**config.mk**
```make
export PLATFORM = sky130hd
export DESIGN_NAME = tick_capture_timer
export DESIGN_NICKNAME = d
export VERILOG_FILES = /design/src/rtl/tmr_pkg.sv /design/src/rtl/tmr_prescaler.sv /design/src/rtl/tmr_edge_sync.sv /design/src/rtl/tick_capture_timer.sv
export SDC_FILE = /design/constraint.sdc
export NUM_CORES = 1
export LEC_CHECK = 0
export CAP_MARGIN = 20
export CELL_PAD_IN_SITES_DETAIL_PLACEMENT = 1
export CELL_PAD_IN_SITES_GLOBAL_PLACEMENT = 2
export CORE_MARGIN = 1
export CORE_UTILIZATION = 34
export CTS_CLUSTER_SIZE = 12
export DETAILED_ROUTE_END_ITERATION = 7
export DONT_BUFFER_PORTS = 1
export PLACE_DENSITY = 0.74
export SETUP_SLACK_MARGIN = 0.02
export SYNTH_ARGS = -nofsm -noshare
export SYNTH_HDL_FRONTEND = slang
export SYNTH_HIERARCHICAL = 1
export SYNTH_SLANG_ARGS = --single-unit
export TNS_END_PERCENT = 30
```
**constraint.sdc**
```tcl
create_clock -name clk -period 2 [get_ports clk]
set_clock_uncertainty 0.2 [all_clocks]
set_input_delay 0.4 -clock clk [delete_from_list [all_inputs] [get_ports clk]]
set_output_delay 0.4 -clock clk [all_outputs]
set_load 0.01 [all_outputs]
```
**src/rtl/tmr_pkg.sv**
```systemverilog
`timescale 1ns/1ps
package tmr_pkg;
    typedef enum logic [1:0] {
        MODE_FREE    = 2'b00,
        MODE_RELOAD  = 2'b01,
        MODE_EVENT   = 2'b10,
        MODE_CAPTURE = 2'b11
    } tmr_mode_e;

    localparam logic [1:0] A_COUNT = 2'd0;
    localparam logic [1:0] A_CTRL  = 2'd1;
    localparam logic [1:0] A_FLAGS = 2'd2;
    localparam logic [1:0] A_CAPT  = 2'd3;

    localparam int FL_IRQ = 0;
    localparam int FL_STS = 1;
    localparam int FL_ERR = 2;
endpackage

```
**src/rtl/tmr_prescaler.sv**
```systemverilog
`timescale 1ns/1ps
module tmr_prescaler #(
    parameter int SEL_W = 3
) (
    input  logic             clk,
    input  logic             rst_n,
    input  logic             restart,
    input  logic [SEL_W-1:0] sel,
    output logic             tick
);
    localparam int DIV_W = (1 << SEL_W) - 1;

    logic [DIV_W-1:0] div_q;
    logic [DIV_W-1:0] mask;

    // Low 'sel' bits of the mask are ones; tick when they are all set.
    always_comb begin
        for (int i = 0; i < DIV_W; i++) begin
            mask[i] = (i < int'(sel));
        end
    end

    assign tick = ((div_q & mask) == mask);

    always_ff @(posedge clk) begin
        if (!rst_n || restart) begin
            div_q <= '0;
        end else begin
            div_q <= div_q + DIV_W'(1);
        end
    end
endmodule

```
**src/rtl/tmr_edge_sync.sv**
```systemverilog
`timescale 1ns/1ps
module tmr_edge_sync #(
    parameter int STAGES = 2
) (
    input  logic clk,
    input  logic rst_n,
    input  logic pin,
    input  logic rise_en,
    input  logic fall_en,
    output logic pulse
);
    logic [STAGES-1:0] sync_q;
    logic              last_q;

    always_ff @(posedge clk) begin
        if (!rst_n) sync_q[0] <= 1'b0;
        else        sync_q[0] <= pin;
    end

    for (genvar g = 1; g < STAGES; g++) begin : g_stage
        always_ff @(posedge clk) begin
            if (!rst_n) sync_q[g] <= 1'b0;
            else        sync_q[g] <= sync_q[g-1];
        end
    end

    always_ff @(posedge clk) begin
        if (!rst_n) last_q <= 1'b0;
        else        last_q <= sync_q[STAGES-1];
    end

    assign pulse = (rise_en &  sync_q[STAGES-1] & ~last_q)
                 | (fall_en & ~sync_q[STAGES-1] &  last_q);
endmodule

```
**src/rtl/tick_capture_timer.sv**
```systemverilog
`timescale 1ns/1ps
module tick_capture_timer
    import tmr_pkg::*;
#(
    parameter int CNT_W       = 8,
    parameter int PSC_SEL_W   = 3,
    parameter int SYNC_STAGES = 2
) (
    input  logic             clk,
    input  logic             rst_n,
    input  logic             wr_en,
    input  logic [1:0]       wr_addr,
    input  logic [CNT_W-1:0] wr_data,
    input  logic [1:0]       rd_addr,
    output logic [CNT_W-1:0] rd_data,
    input  logic             evt_pin,
    output logic             irq_flag
);
    localparam int PS_LO = 2;
    localparam int PS_HI = PS_LO + PSC_SEL_W - 1;
    localparam int ES_LO = PS_HI + 1;
    localparam int ES_HI = ES_LO + 1;

    tmr_mode_e        mode_q, mode_d;
    logic [CNT_W-1:0] cnt_q, cnt_d, preset_q, cap_q, ctrl_q;
    logic [CNT_W-1:0] fl_q, fl_d, fl_set, fl_keep, reload_val;
    logic             wr_count, wr_ctrl, wr_flags, busy;
    logic             psc_tick, edge_pulse, cnt_tick, trig;
    logic             cap_evt, ovf_evt, at_max;

    assign wr_count = wr_en && (wr_addr == A_COUNT);
    assign wr_ctrl  = wr_en && (wr_addr == A_CTRL);
    assign wr_flags = wr_en && (wr_addr == A_FLAGS);

    tmr_prescaler #(.SEL_W(PSC_SEL_W)) u_psc (
        .clk     (clk),
        .rst_n   (rst_n),
        .restart (wr_ctrl),
        .sel     (ctrl_q[PS_HI:PS_LO]),
        .tick    (psc_tick)
    );

    tmr_edge_sync #(.STAGES(SYNC_STAGES)) u_edge (
        .clk     (clk),
        .rst_n   (rst_n),
        .pin     (evt_pin),
        .rise_en (ctrl_q[ES_LO]),
        .fall_en (ctrl_q[ES_HI]),
        .pulse   (edge_pulse)
    );

    // State: next mode
    always_comb begin
        mode_d = mode_q;
        if (wr_ctrl) mode_d = tmr_mode_e'(wr_data[1:0]);
    end

    // State register
    always_ff @(posedge clk) begin
        if (!rst_n) mode_q <= MODE_FREE;
        else        mode_q <= mode_d;
    end

    // Tick source and events
    assign at_max   = (cnt_q == '1);
    assign cnt_tick = (mode_q == MODE_EVENT) ? edge_pulse : psc_tick;
    assign trig     = (mode_q == MODE_CAPTURE) && edge_pulse;
    assign busy     = wr_ctrl || wr_count;
    assign cap_evt  = trig && !busy;
    assign ovf_evt  = cnt_tick && at_max && !busy && !cap_evt;

    always_comb begin
        unique case (mode_q)
            MODE_RELOAD:  reload_val = preset_q;
            MODE_FREE:    reload_val = '0;
            MODE_EVENT:   reload_val = '0;
            MODE_CAPTURE: reload_val = '0;
        endcase
    end

    always_comb begin
        cnt_d = cnt_q;
        if (wr_ctrl) begin
            if (wr_data[1:0] == MODE_CAPTURE) cnt_d = '0;
        end else if (wr_count) begin
            cnt_d = wr_data;
        end else if (cap_evt) begin
            cnt_d = '0;
        end else if (cnt_tick) begin
            cnt_d = at_max ? reload_val : cnt_q + CNT_W'(1);
        end
    end

    always_comb begin
        fl_set         = '0;
        fl_set[FL_IRQ] = cap_evt || ovf_evt;
        fl_set[FL_STS] = cap_evt;
        fl_set[FL_ERR] = (cap_evt && fl_q[FL_STS])
                       || (ovf_evt && (mode_q == MODE_CAPTURE));
        fl_keep        = wr_flags ? wr_data : '1;
        fl_d           = fl_set | (fl_q & fl_keep);
    end

    // Output registers
    always_ff @(posedge clk) begin
        if (!rst_n) begin
            cnt_q    <= '0;
            fl_q     <= '0;
            ctrl_q   <= '0;
            preset_q <= '0;
            cap_q    <= '0;
        end else begin
            cnt_q <= cnt_d;
            fl_q  <= fl_d;
            if (wr_ctrl)  ctrl_q   <= wr_data;
            if (wr_count) preset_q <= wr_data;
            if (cap_evt)  cap_q    <= cnt_q;
        end
    end

    assign irq_flag = fl_q[FL_IRQ];

    always_comb begin
        unique case (rd_addr)
            A_COUNT: rd_data = cnt_q;
            A_CTRL:  rd_data = ctrl_q;
            A_FLAGS: rd_data = fl_q;
            A_CAPT:  rd_data = cap_q;
        endcase
    end
endmodule

```
==> results.sh <==
export IMPL_status="finished, violations left"
export IMPL_failed_checks="negative setup slack"
export IMPL_area_growth_pct=22.0
export IMPL_core_area_um2=6490
export IMPL_grt_pass1_wl_mm=11.7
export IMPL_synth_xor_area_share_pct=2.61
export IMPL_synth_compound_area_share_pct=19.2
export IMPL_regToRegStartpoint="ctrl_q[2]$_SDFFE_PN0N_"
export IMPL_leakage_nw=1.09
export IMPL_grt_antenna_before_repair=0
export IMPL_min_period_ns=2.16
export IMPL_finalHoldViolCount=0
export IMPL_utilization_pct=44.1
export IMPL_cts_buffers=5
export IMPL_synth_area_top_cells="dfxtp_1 (43%), nand2_1 (10%), mux4_2 (6.7%)"
export IMPL_start_util_pct=36.2
export IMPL_final_nets=325
export IMPL_synth_top_area_share_pct=42.6
export IMPL_cp_arrival_ns=2.19
export IMPL_synth_area_mux_share_pct=8.31
export IMPL_worst_setup_path_type="flop to flop"
export IMPL_htree_levels=2
export IMPL_worstSkewPairLatency_ns=0.31
export IMPL_drive_gt1_share_pct=28.2
export IMPL_setup_tns_ns=-0.924
export IMPL_fin_crit_sh_pct=108
export IMPL_numPortBuffers=0
export IMPL_setup_violations=7
export IMPL_synth_edff_count=0
export IMPL_slew_violations=0
export IMPL_synth_top_family_by_area="simple AND/OR/NAND/NOR gates"
export IMPL_end_kind="flop"
export IMPL_required_ns=2.04
export IMPL_fp_dieW_um=85.1
export IMPL_num_rows=29
export IMPL_setup_ws_ns=-0.157
export IMPL_pre_cts_slack_ns=-0.192
export IMPL_grt_max_degree=35
export IMPL_min_from="wr_data[3]"
export IMPL_critPathMaxFanout=3
export IMPL_place_congestion=0.780
export IMPL_cts_reportedPaths_clkPinSlew_ns=0.10
export IMPL_grt_use_total_pct=21.5
export IMPL_synth_distinct_cells=49
export IMPL_ys_warn_count=6
export IMPL_hpwl_mm=5.34
export IMPL_vdd_drop_max_mv=0.435
export IMPL_via_per_inst=5.54
export IMPL_drt_wirelength_per_cell_um=18.5
export IMPL_grt_pass1_vias=2230
export IMPL_reg2reg_depth=8
export IMPL_firstDrtPassIters=4
export IMPL_diodes=0
export IMPL_synth_area_per_cell_um2=8.76
export IMPL_rr_endpoint="cnt_q[4]$_SDFFE_PN0P_"
export IMPL_cts_buffer_depth=2
export IMPL_p_total_mw=1.91
export IMPL_drt_iter0_markers=82
export IMPL_min_to="ctrl_q[3]$_SDFFE_PN0N_"
export IMPL_finalNonFillerCells=385
export IMPL_whs_ns=0.00658
export IMPL_slew_headroom_pct=72.7
export IMPL_place_inst=373
export IMPL_synth_top_area_cell="dfxtp_1"
export IMPL_maxCapViolCount=0
export IMPL_synth_ff_type="dfxtp_1"
export IMPL_synthAdderAreaFrac_pct=1.07
export IMPL_worst_slew_pin_slew_ns=0.408
export IMPL_rsz0062_at_grt="yes"
export IMPL_synth_nets=286
export IMPL_ys_seq_elements=50
export IMPL_reg2reg_slack_ns=-0.16
export IMPL_drc=0
export IMPL_grt_overflow=0
export IMPL_root_buffer="clkbuf_8"
export IMPL_yosys_area_share_simple_pct=22.4
export IMPL_cts_tree="yes"
export IMPL_placed_area_um2=2680
export IMPL_power_density_nw_per_um2=666
export IMPL_dieArea_um2=7240
export IMPL_fmax_mhz=464
export IMPL_stdcell_area_um2=2870
export IMPL_cts_sinks=50
export IMPL_syn_inst=268
export IMPL_io_pins=25
export IMPL_min_path_cells=2
export IMPL_vias=2132
export IMPL_die_h_um=85.1
export IMPL_netlist_area_um2=2350
export IMPL_seq_area_frac_synth_pct=42.6
export IMPL_startpoint_type="flop"
export IMPL_ant_nets=0
export IMPL_drt_total_wl_mm=7.14
export IMPL_min_path_type="primary input to flop"
export IMPL_synthArstFlopShare_pct=0
what timing repair did:
item                                    4_1_cts  5_1_grt
buffers inserted                              2        1
hold endpoints to repair                      0        1
resized for setup                            16        6
pin swaps                                     9        5
endpoints found under the setup margin       10       17
hold buffers                                  0        1
synth_stat cells, types with 4 or more instances:
cell type,number
dfxtp_1,50
a21oi_1,28
nor2_1,21
a31oi_1,5
nand3_1,6
a21boi_0,4
clkbuf_1,5
mux4_2,7
nand2_1,65
nor3_1,4
o21ai_0,6
inv_1,5
o211a_1,5
xnor2_1,4
worst max-delay path, stage by stage, from the launching register on:
cell,delay (ns)
dfxtp_4,0.37
nor2_4,0.11
nor2_1,0.05
a211o_1,0.27
a221oi_2,0.30
a221oi_2,0.14
nor3_2,0.29
nand2_2,0.13
o32ai_2,0.24
routing by layer:
layer / GRT usage, % / vias to the layer above / wire, µm
li1: - / 1027 / -
met2: 36.0 / 51 / 3360
met5: 0 / - / 0
met4: 6.01 / 0 / 85
met3: 3.99 / 9 / 394
met1: 28.4 / 1045 / 3300
final cells by class:
class                   count  area, µm²
clock inverters             2       12.5
flip-flops and latches     50       1010
inverters                   6       22.5
fillers                   777       3630
clock buffers               6       82.6
multi-input cells         201       1310
repair buffers             43        329
well taps                  77       96.3
power breakdown:
| group | internal (mW) | switching (mW) |
|---|---|---|
| clock | 0.279 | 0.347 |
| sequential | 1.02 | 0.0224 |
| combinational | 0.112 | 0.123 |
cell usage in the layout, fill, tap and decap left out, types with 3 or more instances in the layout:
cell type / instances
inv_1: 4
dfxtp_2: 4
nand4_1: 3
nand2_1: 63
nand2b_1: 3
nor2_1: 19
xnor2_1: 4
a31oi_1: 5
and2_1: 3
nand3_1: 6
xor2_1: 3
mux4_2: 8
o21ai_1: 3
a211oi_1: 3
clkbuf_8: 6
dfxtp_1: 45
a21oi_1: 28
o21ai_0: 4
o211a_1: 5
buf_4: 41
worst max-delay path by stage:
stage | end | start | depth (start not counted)
5_1_grt | cnt_q[1]$_SDFFE_PN0P_ | ctrl_q[2]$_SDFFE_PN0N_ | 8
3_5_place_dp | cnt_q[4]$_SDFFE_PN0P_ | u_psc/div_q[1]$_SDFF_PP0_ | 7
6_report | cnt_q[4]$_SDFFE_PN0P_ | ctrl_q[2]$_SDFFE_PN0N_ | 8
4_1_cts | cnt_q[4]$_SDFFE_PN0P_ | ctrl_q[2]$_SDFFE_PN0N_ | 8
2_1_floorplan | cnt_q[4]$_SDFFE_PN0P_ | u_psc/div_q[0]$_SDFF_PP0_ | 7
3_3_place_gp | cnt_q[4]$_SDFFE_PN0P_ | u_psc/div_q[3]$_SDFF_PP0_ | 7
registers in the layout, indices dropped and copies added (netlist names):
name,flops
cap_q,8
cnt_q,8
fl_q,8
preset_q,8
ctrl_q,7
u_psc/div_q,7
u_edge/sync_q,2
mode_q,1
u_edge/last_q,1
logic make-up after synthesis:
kind of cell	Yosys count
AOI/OAI and AO/OA	68
xor gates and xnor gates	7
adders and majority gates	2
buffers and inverters	17
DFF	50
muxes	9
and+or+nand+nor	115
(Power assumes the default switching activity.)
